[src/rtl/pulse_accum_pair.sv]
module pulse_accum_pair (
  input  logic        clk,
  input  logic        rst_n,
  input  logic        pulse_lo,
  input  logic        pulse_hi,
  input  logic [1:0]  bus_addr,
  input  logic        bus_wr,
  input  logic        bus_word,
  input  logic [15:0] bus_wdata,
  output logic [15:0] bus_rdata,
  output logic        irq
);

  logic [2:0] sync_lo, sync_hi;
  logic [7:0] cnt_lo, cnt_hi;
  logic       run, chain, ien, ovf;

  always_ff @(posedge clk or negedge rst_n)
    if (!rst_n) begin
      sync_lo <= '0;
      sync_hi <= '0;
    end else begin
      sync_lo <= {sync_lo[1:0], pulse_lo};
      sync_hi <= {sync_hi[1:0], pulse_hi};
    end

  wire edge_lo = sync_lo[1] & ~sync_lo[2];
  wire edge_hi = sync_hi[1] & ~sync_hi[2];

  wire wr_lo   = bus_wr && bus_addr == 2'd0;
  wire wr_hi   = bus_wr && ((bus_addr == 2'd1 && !bus_word) || (bus_addr == 2'd0 && bus_word));
  wire wr_ctl  = bus_wr && bus_addr == 2'd2;
  wire clr_ovf = bus_wr && bus_addr == 2'd3 && bus_wdata[0];

  wire inc_lo  = run && edge_lo && !wr_lo;
  wire inc_hi  = !wr_hi && (chain ? (inc_lo && cnt_lo == 8'hFF) : (run && edge_hi));
  wire ovf_set = inc_hi && cnt_hi == 8'hFF;

  always_ff @(posedge clk or negedge rst_n)
    if (!rst_n) begin
      cnt_lo <= '0;
      cnt_hi <= '0;
      run    <= 1'b0;
      chain  <= 1'b0;
      ien    <= 1'b0;
      ovf    <= 1'b0;
    end else begin
      if (wr_lo)       cnt_lo <= bus_wdata[7:0];
      else if (inc_lo) cnt_lo <= cnt_lo + 8'd1;
      if (wr_hi)       cnt_hi <= bus_word ? bus_wdata[15:8] : bus_wdata[7:0];
      else if (inc_hi) cnt_hi <= cnt_hi + 8'd1;
      if (wr_ctl) {ien, chain, run} <= bus_wdata[2:0];
      if (ovf_set)      ovf <= 1'b1;
      else if (clr_ovf) ovf <= 1'b0;
    end

  always_comb
    case (bus_addr)
      2'd0:    bus_rdata = bus_word ? {cnt_hi, cnt_lo} : {8'h00, cnt_lo};
      2'd1:    bus_rdata = {8'h00, cnt_hi};
      2'd2:    bus_rdata = {13'h0, ien, chain, run};
      default: bus_rdata = {15'h0, ovf};
    endcase

  assign irq = ovf & ien;

endmodule


[config.mk]
export PLATFORM = sky130hd
export DESIGN_NAME = pulse_accum_pair
export DESIGN_NICKNAME = d
export VERILOG_FILES = /design/src/rtl/pulse_accum_pair.sv
export SDC_FILE = /design/constraint.sdc
export NUM_CORES = 1
export LEC_CHECK = 0
export ABC_AREA = 0
export CAP_MARGIN = 20
export CORE_MARGIN = 10
export CORE_UTILIZATION = 40
export DETAILED_ROUTE_END_ITERATION = 16
export DONT_BUFFER_PORTS = 1
export PLACE_DENSITY = 0.61
export SKIP_CTS_REPAIR_TIMING = 1
export SLEW_MARGIN = 15
export SYNTH_ARGS = -nofsm -noshare
export SYNTH_HDL_FRONTEND = slang
export SYNTH_SLANG_ARGS = --single-unit
[constraint.sdc]
create_clock -name clk -period 1.6 [get_ports clk]
set_input_delay 0 -clock clk [delete_from_list [all_inputs] [get_ports clk]]
set_output_delay 0 -clock clk [all_outputs]
set_load 0.01 [all_outputs]
== Word level (Yosys, flattened, before mapping) ==
Cells that the tools add are included.

* Flip-flop bits (word level): 26
* Output and inout bits: 17
* Logic and storage cells: 51

* $add $sub $neg: 2
* Equal/unequal tests: 5
* Muxes and demuxes: 10
* Bitwise logic cells: 5
* Reduce and logical (&&, ||, !) cells: 21

{| class="wikitable"
|+ Operators with widths
! cell !! count
|-
| $pmux W16 S3 || 1
|-
| $mux W8 || 5
|-
| $add A8 B1 Y8 const B || 2
|-
| $eq A8 B8 Y1 const B || 2
|-
| $mux W16 || 1
|-
| $logic_and A1 B1 Y1 || 13
|-
| $reduce_bool A2 Y1 || 3
|-
| $eq A2 B2 Y1 const B || 2
|-
| $and A1 B1 Y1 || 3
|-
| $logic_not A1 Y1 || 3
|-
| $mux W1 || 3
|-
| $eq A2 B1 Y1 const B || 1
|-
| $logic_not A2 Y1 || 1
|-
| $not A1 Y1 || 2
|-
| $logic_or A1 B1 Y1 || 1
|}

== Logic depth before layout (Yosys ltp) ==
* Depth after elaboration: 9
* Depth in mapped cells: 6
* Gate-level depth less buffers: 6

== Least setup slack after synthesis ==
OpenSTA, ideal clock, no wires.

* Kind: reg-to-reg
* From: reg cnt_lo[0]
* To: reg cnt_hi[7]
* Arrival time: 1.591 ns
* Data required time: 1.521 ns
* Slack: -0.070 ns
* Cell stages (with the launch flop): 7
* Path buffers: 0
* Cell sequence: dfrtp_1 > ha_1 > nand3_1 > nor4_4 > o2111ai_2 > nor3_2 > mux2i_1

* Longest elaborated chain between the ends: 5

{| class="wikitable"
|+ RTL lines
! item !! line !! text
|-
| start, declared || 15 || <nowiki>logic [7:0] cnt_lo, cnt_hi;</nowiki>
|-
| start signal, assigned || 48 || <nowiki>if (wr_lo) cnt_lo <= bus_wdata[7:0];</nowiki>
|-
| start signal, assigned || 49 || <nowiki>else if (inc_lo) cnt_lo <= cnt_lo + 8'd1;</nowiki>
|-
| $eq A8 B8 Y1 || 36 || <nowiki>wire inc_hi = !wr_hi && (chain ? (inc_lo && cnt_lo == 8'hFF) : (run && edge_hi));</nowiki>
|-
| $logic_and A1 B1 Y1 || 36 ||
|-
| $mux W1 || 36 ||
|-
| $logic_and A1 B1 Y1 || 36 ||
|-
| $reduce_bool A2 Y1 (no source line) || -- ||
|-
| end signal, assigned || 50 || <nowiki>if (wr_hi) cnt_hi <= bus_word ? bus_wdata[15:8] : bus_wdata[7:0];</nowiki>
|-
| end signal, assigned || 51 || <nowiki>else if (inc_hi) cnt_hi <= cnt_hi + 8'd1;</nowiki>
|-
| end, declared || 15 ||
|}

Every way passes these cells.
A chain may end at the register's enable or synchronous reset.

== Worst setup path after layout ==
* From: reg cnt_lo[1]
* To: reg cnt_hi[6]

The elaborated chain is that of the path after synthesis.

==> metrics.md <==
| Metric | Value |
|---|---|
| Static Leakage | 0.848 nW |
| Final Util | 55.4% |
| CTS sink count | 26 |
| I/O pins | 41 |
| Mapped cell area | 1590 um^2 |
| Worst setup EP type | register |
| Switch share | 33.9% |
| Cell variety after synth | 37 |
| Initial antenna violation count | 0 |
| Area of the die | 6900 um^2 |
| Reg2reg path depth | 8 |
| Yosys Warn Count | 0 |
| Reg clk slew, reported paths | 90 ps |
| Crit path DAT | 1930 ps |
| Power density over the cells | 1120 nW/um^2 |
| Global-route wire length before repair | 6890 um |
| Worst Hold Slack | -26.3 ps |
| Final setup fails | 7 |
| DRT antenna net count | 0 |
| Worst r2r src | cnt_lo[1] |
| Internal Power | 0.00154 W |
| Comb pwr share | 31.9% |
| Finished Cell Area | 2070 um^2 |
| Tcrit/Tclk final | 108% |
| Register area share after synthesis | 40.9% |
| Kind of critical path | reg2reg |
| Most common cell after layout, fill and taps aside | dfrtp_1 |
| Worst-Skew Late Latency | 270 ps |
| Core footprint | 3740 um^2 |
| Largest net degree at the start of global routing | 27 |
| Setup TNS Final | -392 ps |
| Fin cells | 234 |
| Final worst slack | -133 ps |
| Max-slew violations | 0 |
| Dpl hpwl | 3270 um |
| GRT Total Usage | 12.1% |
| DP Area | 1730 um^2 |
| CP Launch Point | cnt_lo[1] |
| Via Count | 1271 |
| Htree depth | 1 |
| Unrepaired setup endpoints after global routing | yes |
| Worst r2r dst | cnt_hi[6] |
| Cts bufs inserted | 3 |
| Minimum clock period | 1730 ps |
| Slew @ Worst Pin | 645 ps |
| Peak supply drop | 0.582 mV |
| Clock buffer depth | 2 |
| Vias in the first global route | 1258 |
| DP Cell Count | 208 |
| CTS tree | done |
| Outcome | finished, violations left |
| Layout Nets | 213 |
| Fill count | 330 |
| GPL Wtd Cong | 0.798 |
| Hold Path End | cnt_hi[2] |
| Cells after Synth | 153 |
| Initial core utilization | 42.5% |
| Row cnt | 22 |
| Clock power share | 23.7% |
| Synth-to-Final Area Change | 30.3% |
| Commonest non-fill, non-tap cells in the layout | dfrtp_1 (26), buf_4 (18), mux2i_1 (17), nand2_1 (17), dlygate4sd3_1 (17) |
| FF+latch count, synth | 26 |
| Grt ovf | 0 |
| Psw | 0.000790 W |
| Final Hold Viols | 2 |
| Failing checks | hold timing, setup timing |
| Hold_sp | bus_wdata[10] |
| Remaining DRCs | 0 |
| Die H | 83.1 um |
| First drt pass iteration count | 4 |
| Critical Path Fanout Max | 5 |
| Syn_nets | 179 |
| R2R setup slack | -130 ps |
| Worst EP required | 1800 ps |
| Sequential share of power | 44.4% |
| Die boundary width | 83.1 um |
| Max-cap viol count | 0 |
| Max-slew headroom | 56.9% |
| Buffers added on ports | 0 |
| Ant diodes | 0 |
| DRT Wirelength | 4360 um |
| Worst hold path type | in2reg |
| WL/cell | 18.6 um |
| Fmax | 577 MHz |
| Startpoint Class | register |
| Mapped Avg Cell Area | 10.4 um^2 |
| Skew final | 4.29 ps |
| Root Buffer | clkbuf_8 |
| Hold Crit Depth | 2 |
| Share of cells above drive strength 1 | 23.1% |
| Starting DRT DRC Count | 68 |
| Drt via density | 5.43 |
==> cells in the mapped netlist (all sizes together) <==
cell type,number,share of area [%]
and3,2,0.79
and4,1,0.55
nand4b,1,1.5
nor2,8,1.9
buf,5,1.5
and3b,1,0.55
inv,1,0.24
nor3b,3,2.4
nand3,1,0.31
o22ai,1,0.39
nand3b,2,0.94
nand2b,1,0.39
nand4,6,2.4
nand2,17,4.0
o21ai,16,5.3
mux4,1,1.4
mux2,6,4.2
nor4,1,1.3
ha,2,1.6
and4bb,1,0.79
xnor2,5,2.8
o2111ai,3,2.0
nor3,2,0.94
o211ai,2,0.94
and2,9,3.5
xor2,9,5.0
mux2i,17,11
clkbuf,3,0.79
dfrtp,26,41
==> cell families (layout without fill, tap and decap cells) <==
group           after synthesis  after routing  synth area share, %
compound gates               22             22                 8.65
xor+xnor                     14             14                 7.70
fa+ha+maj                     2              2                 1.57
buf+inv                       9             42                 2.52
flops                        26             26                 40.9
mux                          24             24                 16.4
simple gates                 56             56                 22.3
==> power groups by stage <==
stage	Sequential [W]	Clock, W	Combinational, W
floorplan	0.000971	0	0.000438
global placement	0.00101	0	0.000648
detailed placement	0.00102	0	0.000655
CTS	0.00100	0.000563	0.000662
global route	0.00106	0.000597	0.000846
finish	0.00103	0.000551	0.000744
==> worst max-delay path: stages, from the launching register on <==
cell and delay, ps:
dfrtp_1 410, ha_4 170, nand3_4 90, nor4_4 260
buf_4 190, buf_6 100, o2111ai_2 130, xor2_1 180
mux2i_1 130
==> registers in the layout (all words and copies together) (netlist names) <==
signal / count
ien: 1
cnt_lo: 8
sync_hi: 3
chain: 1
sync_lo: 3
cnt_hi: 8
ovf: 1
run: 1
==> metrics by stage <==
step	total power [W]	setup slack [ps]	hold slack, ps
global route	0.00250	-211	8.88
CTS	0.00223	-56.1	-597
detailed placement	0.00167	-21.2	-294
finish	0.00233	-133	-26.3
floorplan	0.00141	49.0	-296
global placement	0.00166	27.9	-294
==> final cells by class <==
class | count | area, um^2 | area share (%)
flip-flops and latches | 26 | 651 | 31.4
well taps | 48 | 60.1 | 2.90
inverters | 1 | 3.75 | 0.181
multi-input cells | 118 | 951 | 45.9
clock inverters | 1 | 30.0 | 1.45
repair buffers | 37 | 337 | 16.2
clock buffers | 3 | 41.3 | 1.99
==> per-layer routing <==
layer	global-route usage [%]	up-vias	part of all wire, %
met5	0	-	0
met4	2.77	0	0.57
met3	6.84	2	8.6
met2	16.9	44	45
met1	15.5	611	46
li1	-	614	-
==> how the worst max path moves through the flow <==
| stage | slack (ps) | to | cells past startpoint |
|---|---|---|---|
| final | -130 | cnt_hi[6] | 8 |
| after global routing | -210 | cnt_hi[7] | 7 |
| after CTS | -60 | cnt_hi[7] | 5 |
| after detailed placement | -20 | cnt_hi[7] | 6 |
| after global placement | 30 | cnt_hi[7] | 5 |
| after floorplan | 50 | cnt_hi[7] | 5 |
No activity file was read; power rests on OpenSTA's default activity.
